[config.mk]
export PLATFORM = sky130hd
export DESIGN_NAME = tlb_fa
export DESIGN_NICKNAME = d
export VERILOG_FILES = /design/src/rtl/tlb_pkg.sv /design/src/rtl/tlb_cam.sv /design/src/rtl/tlb_enc.sv /design/src/rtl/tlb_fa.sv
export SDC_FILE = /design/constraint.sdc
export NUM_CORES = 2
export LEC_CHECK = 0
export CORE_MARGIN = 1
export CORE_UTILIZATION = 60
export CTS_CLUSTER_SIZE = 40
export DETAILED_ROUTE_END_ITERATION = 7
export DONT_BUFFER_PORTS = 1
export PLACE_DENSITY = 0.76
export SYNTH_ARGS = -nofsm -noshare
export SYNTH_HDL_FRONTEND = slang
export SYNTH_HIERARCHICAL = 1
export SYNTH_SLANG_ARGS = --single-unit
export TNS_END_PERCENT = 100
[constraint.sdc]
create_clock -name clk -period 7.85 [get_ports clk]
set_input_delay 1.57 -clock clk [delete_from_list [all_inputs] [get_ports clk]]
set_output_delay 1.57 -clock clk [all_outputs]
set_load 0.03 [all_outputs]
[src/rtl/tlb_pkg.sv]
package tlb_pkg;

    // lookup access type
    localparam logic [1:0] ACC_READ  = 2'd0;
    localparam logic [1:0] ACC_WRITE = 2'd1;
    localparam logic [1:0] ACC_FETCH = 2'd2;

    // per-slot rights code
    localparam logic [1:0] RIGHTS_RO   = 2'd0;
    localparam logic [1:0] RIGHTS_RW   = 2'd1;
    localparam logic [1:0] RIGHTS_RX   = 2'd2;
    localparam logic [1:0] RIGHTS_NONE = 2'd3;

    typedef struct packed {
        logic       valid;
        logic       dirty;
        logic       refd;
        logic [1:0] rights;
    } slot_flags_t;

    function automatic logic access_allowed(logic [1:0] rights, logic [1:0] acc);
        logic ok;
        ok = 1'b0;
        case (rights)
            RIGHTS_RO: ok = (acc == ACC_READ);
            RIGHTS_RW: ok = (acc == ACC_READ) || (acc == ACC_WRITE);
            RIGHTS_RX: ok = (acc == ACC_READ) || (acc == ACC_FETCH);
            default:   ok = 1'b0;
        endcase
        return ok;
    endfunction

endpackage

[src/rtl/tlb_cam.sv]
module tlb_cam #(
    parameter int ENTRIES = 16,
    parameter int VPN_W   = 22
) (
    input  logic [ENTRIES-1:0][VPN_W-1:0] tags,
    input  logic [ENTRIES-1:0]            slot_valid,
    input  logic [ENTRIES-1:0]            slot_blocked,
    input  logic [VPN_W-1:0]              key,
    output logic [ENTRIES-1:0]            match
);

    for (genvar g = 0; g < ENTRIES; g++) begin : g_cmp
        assign match[g] = slot_valid[g] && !slot_blocked[g] && (tags[g] == key);
    end

endmodule

[src/rtl/tlb_enc.sv]
module tlb_enc #(
    parameter int ENTRIES = 16,
    parameter int IDX_W   = 4
) (
    input  logic [ENTRIES-1:0] onehot,
    output logic [IDX_W-1:0]   idx,
    output logic               any
);

    always_comb begin
        idx = '0;
        any = 1'b0;
        for (int i = 0; i < ENTRIES; i++) begin
            if (onehot[i]) begin
                idx = idx | IDX_W'(i);
                any = 1'b1;
            end
        end
    end

endmodule

[src/rtl/tlb_fa.sv]
module tlb_fa
    import tlb_pkg::*;
#(
    parameter  int ENTRIES    = 16,
    parameter  int VA_W       = 32,
    parameter  int PA_W       = 32,
    parameter  int PAGE_BYTES = 1024,
    localparam int OFF_W      = $clog2(PAGE_BYTES),
    localparam int VPN_W      = VA_W - OFF_W,
    localparam int PPN_W      = PA_W - OFF_W,
    localparam int IDX_W      = (ENTRIES > 1) ? $clog2(ENTRIES) : 1
) (
    input  logic             clk,
    input  logic             rst_n,
    input  logic             lk_valid,
    input  logic [VA_W-1:0]  lk_vaddr,
    input  logic [1:0]       lk_acc,
    output logic             lk_hit,
    output logic             lk_miss,
    output logic             lk_fault,
    output logic [PA_W-1:0]  lk_paddr,
    output logic             lk_dirty,
    output logic             lk_ref,
    input  logic             wr_en,
    input  logic [IDX_W-1:0] wr_slot,
    input  logic [VPN_W-1:0] wr_vpn,
    input  logic [PPN_W-1:0] wr_ppn,
    input  logic [1:0]       wr_rights,
    input  logic             clr_ref,
    input  logic             inval_all
);

    typedef struct packed {
        logic [ENTRIES-1:0][VPN_W-1:0] vpn;
        logic [ENTRIES-1:0][PPN_W-1:0] ppn;
        slot_flags_t [ENTRIES-1:0]     flags;
    } tlb_state_t;

    tlb_state_t st_d, st_q;

    logic [ENTRIES-1:0] valid_vec;
    logic [ENTRIES-1:0] blocked_vec;
    logic [ENTRIES-1:0] match_vec;
    logic [IDX_W-1:0]   hit_idx;
    logic               hit_any;
    slot_flags_t        sel_flags;
    logic               perm_ok;

    for (genvar g = 0; g < ENTRIES; g++) begin : g_slot
        assign valid_vec[g]   = st_q.flags[g].valid;
        assign blocked_vec[g] = wr_en && (wr_slot == IDX_W'(g));
    end

    tlb_cam #(.ENTRIES(ENTRIES), .VPN_W(VPN_W)) i_cam (
        .tags        (st_q.vpn),
        .slot_valid  (valid_vec),
        .slot_blocked(blocked_vec),
        .key         (lk_vaddr[VA_W-1:OFF_W]),
        .match       (match_vec)
    );

    tlb_enc #(.ENTRIES(ENTRIES), .IDX_W(IDX_W)) i_enc (
        .onehot(match_vec),
        .idx   (hit_idx),
        .any   (hit_any)
    );

    assign sel_flags = st_q.flags[hit_idx];
    assign perm_ok   = access_allowed(sel_flags.rights, lk_acc);

    // lookup results, combinational in the request cycle
    assign lk_hit   = lk_valid && hit_any;
    assign lk_miss  = lk_valid && !hit_any;
    assign lk_fault = lk_hit && !perm_ok;
    assign lk_paddr = lk_hit ? {st_q.ppn[hit_idx], lk_vaddr[OFF_W-1:0]} : '0;
    assign lk_dirty = lk_hit && sel_flags.dirty;
    assign lk_ref   = lk_hit && sel_flags.refd;

    // next-state: clear sweep, hit update, invalidate, then refill (refill last wins)
    always_comb begin
        st_d = st_q;
        if (clr_ref) begin
            for (int i = 0; i < ENTRIES; i++) begin
                st_d.flags[i].refd = 1'b0;
            end
        end
        if (lk_hit) begin
            st_d.flags[hit_idx].refd = 1'b1;
            if ((lk_acc == ACC_WRITE) && perm_ok) begin
                st_d.flags[hit_idx].dirty = 1'b1;
            end
        end
        if (inval_all) begin
            for (int i = 0; i < ENTRIES; i++) begin
                st_d.flags[i].valid = 1'b0;
            end
        end
        if (wr_en) begin
            st_d.vpn[wr_slot]          = wr_vpn;
            st_d.ppn[wr_slot]          = wr_ppn;
            st_d.flags[wr_slot].valid  = 1'b1;
            st_d.flags[wr_slot].dirty  = 1'b0;
            st_d.flags[wr_slot].refd   = 1'b0;
            st_d.flags[wr_slot].rights = wr_rights;
        end
    end

    always_ff @(posedge clk) begin
        if (!rst_n) begin
            st_q <= '0;
        end else begin
            st_q <= st_d;
        end
    end

endmodule

==> results.yml <==
run_status:
  outcome: "complete, but fails checks"
  violations: "max-slew violations"
route:
  postRouteAntennaNets: 0
  top_layer: "met4"
  num_vias: 34700
  drtIter0Drc: 4687
  routed_via_density: 6.97
  dr_wl_met3_mm: 16.0
  wl_met2_mm: 54.8
  wl_met1_mm: 52.5
  wl_per_cell_microns: 25.7
  drt-total-wl_mm: 128
  drc: 0
  drt-pass1-iter-count: 6
worst_setup_path:
  regToRegEndpoint: "st_q[68]"
  worstSetupPathType: "primary input to output pin"
  end_kind: "output pin"
  crit_required_ps: 6280
  worst_ep_arrival_time_ps: 5890
  rr_startpoint: "st_q[668]"
  worstRegToRegCells: 13
  r2r_setup_slack_ps: 2450
  start_kind: "primary input"
  crit_fanout: 43
place:
  place_area_sq_um: 38700
  place_congestion: 0.933
  io_buffers: 0
  dp.final_hpwl_mm: 67.1
final_layout:
  nets: 4148
  design_area_sq_um: 41400
  fillers: 5277
  top_register: "st_q"
  largest_reg_flops: 784
  syn_to_final_growth_pct: 4.46
  final_common_cell: "dfxtp_1"
  drive_gt1_share_pct: 8.58
  top_regs: "st_q: 784 flops"
  final_cell_mix: "dfxtp_1, nand3_1, o21ai_0, a21boi_1, a21boi_0"
global_routing:
  grt_pass1_vias: 32800
  grt_max_degree: 785
  grt.total_usage_pct: 37.5
  grt_pass1_wl_mm: 198
  gr-total-overflow: 0
  antenna_found_initial: 1
synth:
  synth_nets: 4597
  ys_ff_latch: 784
  synthArstFlopShare_pct: 0
  yosys_warnings: 6
  synth-edff-count: 0
  synth_ff_type: "dfxtp_1"
  ys_types: 51
  syn_inst: 4504
  ys_seq_area_share_pct: 39.6
  synth_area_sq_um: 39600
  avgSynthCellArea_sq_um: 8.79
power:
  p_int_mw: 6.43
  combPwrFrac_pct: 6.3
  p_sw_mw: 1.99
  switching_share_pct: 23.7
  pwr-share-seq_pct: 48.2
  p_leak_nw: 12.9
  power_frac_clock_pct: 45.5
  vdd_drop_max_mv: 0.165
  pwr_density_cell_nw_per_um2: 204
timing:
  setup_viol: 0
  skew_ps: 23.4
  rsz0062_at_grt: "false"
  slew_headroom_pct: -60.1
  drv_slew: 596
  tightest_slew_ps: 2400
  setup_tns_ps: 0
  layout_min_cycle_time_ps: 7460
  clock.fmax_mhz: 134
  hold_viol_final: 0
  period_share_pct: 95.0
run:
  max_cap_violations: 0
floorplan:
  die_x_microns: 259
  initial_core_util_pct: 61.1
  rows: 93
  ios: 127
  die_y_microns: 259
  die_area_sq_um: 67000
  coreArea_sq_um: 64800
clock_tree:
  post_cts.repair.setup_buffers: 0
  clk_pin_slew_ps: 60
  numCtsBuffers: 82
  htreeDepth: 3
  clk_latency_ps: 640
  cts_num_sinks: 784
  root_buffer: "clkbuf_16"
  cts_tree: "yes"
  cts_resized: 0
  clk_path_buf_depth: 3
  cts_hold_repair.buffers: 0
hold_path:
  hold_end: "st_q[232]"
  whs_path_depth: 2
  hold_class: "register to register"
  min-delay-start: "st_q[232]"
-- worst max-delay path, cell delays in order --
cell and delay (ps):
xor2_1 170, nor4_1 630, nand4_1 200, nor4_1 740, nor4_1 190, nand2_4 330
buf_4 690, mux4_2 600, nor2_1 230, o22ai_1 190, buf_4 230
-- metal layers --
| metal | vias to the layer above | track usage, % |
|---|---|---|
| met2 | 2020 | 54.5 |
| li1 | 15200 | - |
| met3 | 333 | 9.40 |
| met5 | - | 0 |
| met4 | 0 | 14.5 |
| met1 | 17100 | 53.1 |
-- power groups by stage --
stage                     logic, mW  registers, mW  clock network, mW
after floorplan               0.524           4.13                  0
after global placement        0.499           4.14                  0
after detailed placement      0.503           4.14                  0
after CTS                     0.505           4.05               3.84
after global routing          0.552           4.06               4.00
final                         0.534           4.05               3.83
-- final cells by class --
type / instances / area [sq um] / area share, %
multi-input combinational: 3107 / 21300 / 51.5
sequential: 784 / 15700 / 38.0
clock buffer: 118 / 2420 / 5.85
tap: 855 / 1070 / 2.59
timing repair buffer: 74 / 643 / 1.56
clock inverter: 26 / 194 / 0.469
inverter: 6 / 22.5 / 0.0545
antenna: 4 / 10.0 / 0.0242
-- cells in the mapped netlist (all sizes together) (10+ instances only) --
cell type  count  area share, %
xor2         144            3.2
xnor2        208            4.6
nor3b         43           0.83
a21boi       742             14
mux2i         25           0.63
and3          17           0.27
dfxtp        784             40
o21a          11           0.21
mux2          48            1.4
nand4         65            1.0
nand3        737            9.3
o221ai        24           0.53
o22ai         24           0.38
a21oi         16           0.20
mux4          80            4.6
clkbuf       414            3.9
nand2         13           0.12
buf          193            2.8
o21ai        736            9.3
nor2b         31           0.49
nor4          56           0.92
nor2          37           0.36
a41oi         10           0.22
-- cell families (layout without fill, tap and decap cells) --
kind of cell    count (synthesis)  after routing  share of synthesized area, %
buf+inv                       613            224                          6.83
simple gates                 1023           1023                          13.8
xor+xnor                      352            352                          7.79
compound gates               1576           1576                          25.2
mux                           153            153                          6.57
flops                         784            784                          39.6
other cells                     0              4                             0
fa+ha+maj                       3              3                        0.0948
-- through the flow --
step | setup WS (ps) | utilization [%] | hold slack, ps | instances | power, mW
floorplan | 967 | - | 447 | 4504 | 4.66
global placement | 675 | 59.8 | 456 | 4826 | 4.64
detailed placement | 692 | 59.8 | 461 | 4826 | 4.64
CTS | 642 | 63.8 | 470 | 4970 | 8.40
global route | 249 | 63.8 | 490 | 4970 | 8.60
finish | 394 | 63.8 | 470 | 4974 | 8.42
-- worst max-delay path by stage --
stage	end	depth (start not counted)	start
3_5_place_dp	lk_fault	15	wr_slot[1]
2_1_floorplan	lk_fault	17	wr_slot[3]
5_1_grt	lk_fault	15	wr_slot[1]
3_3_place_gp	lk_fault	15	wr_slot[1]
6_report	lk_paddr[13]	11	lk_vaddr[26]
4_1_cts	lk_paddr[13]	11	lk_vaddr[26]
(Power assumes the default switching activity.)
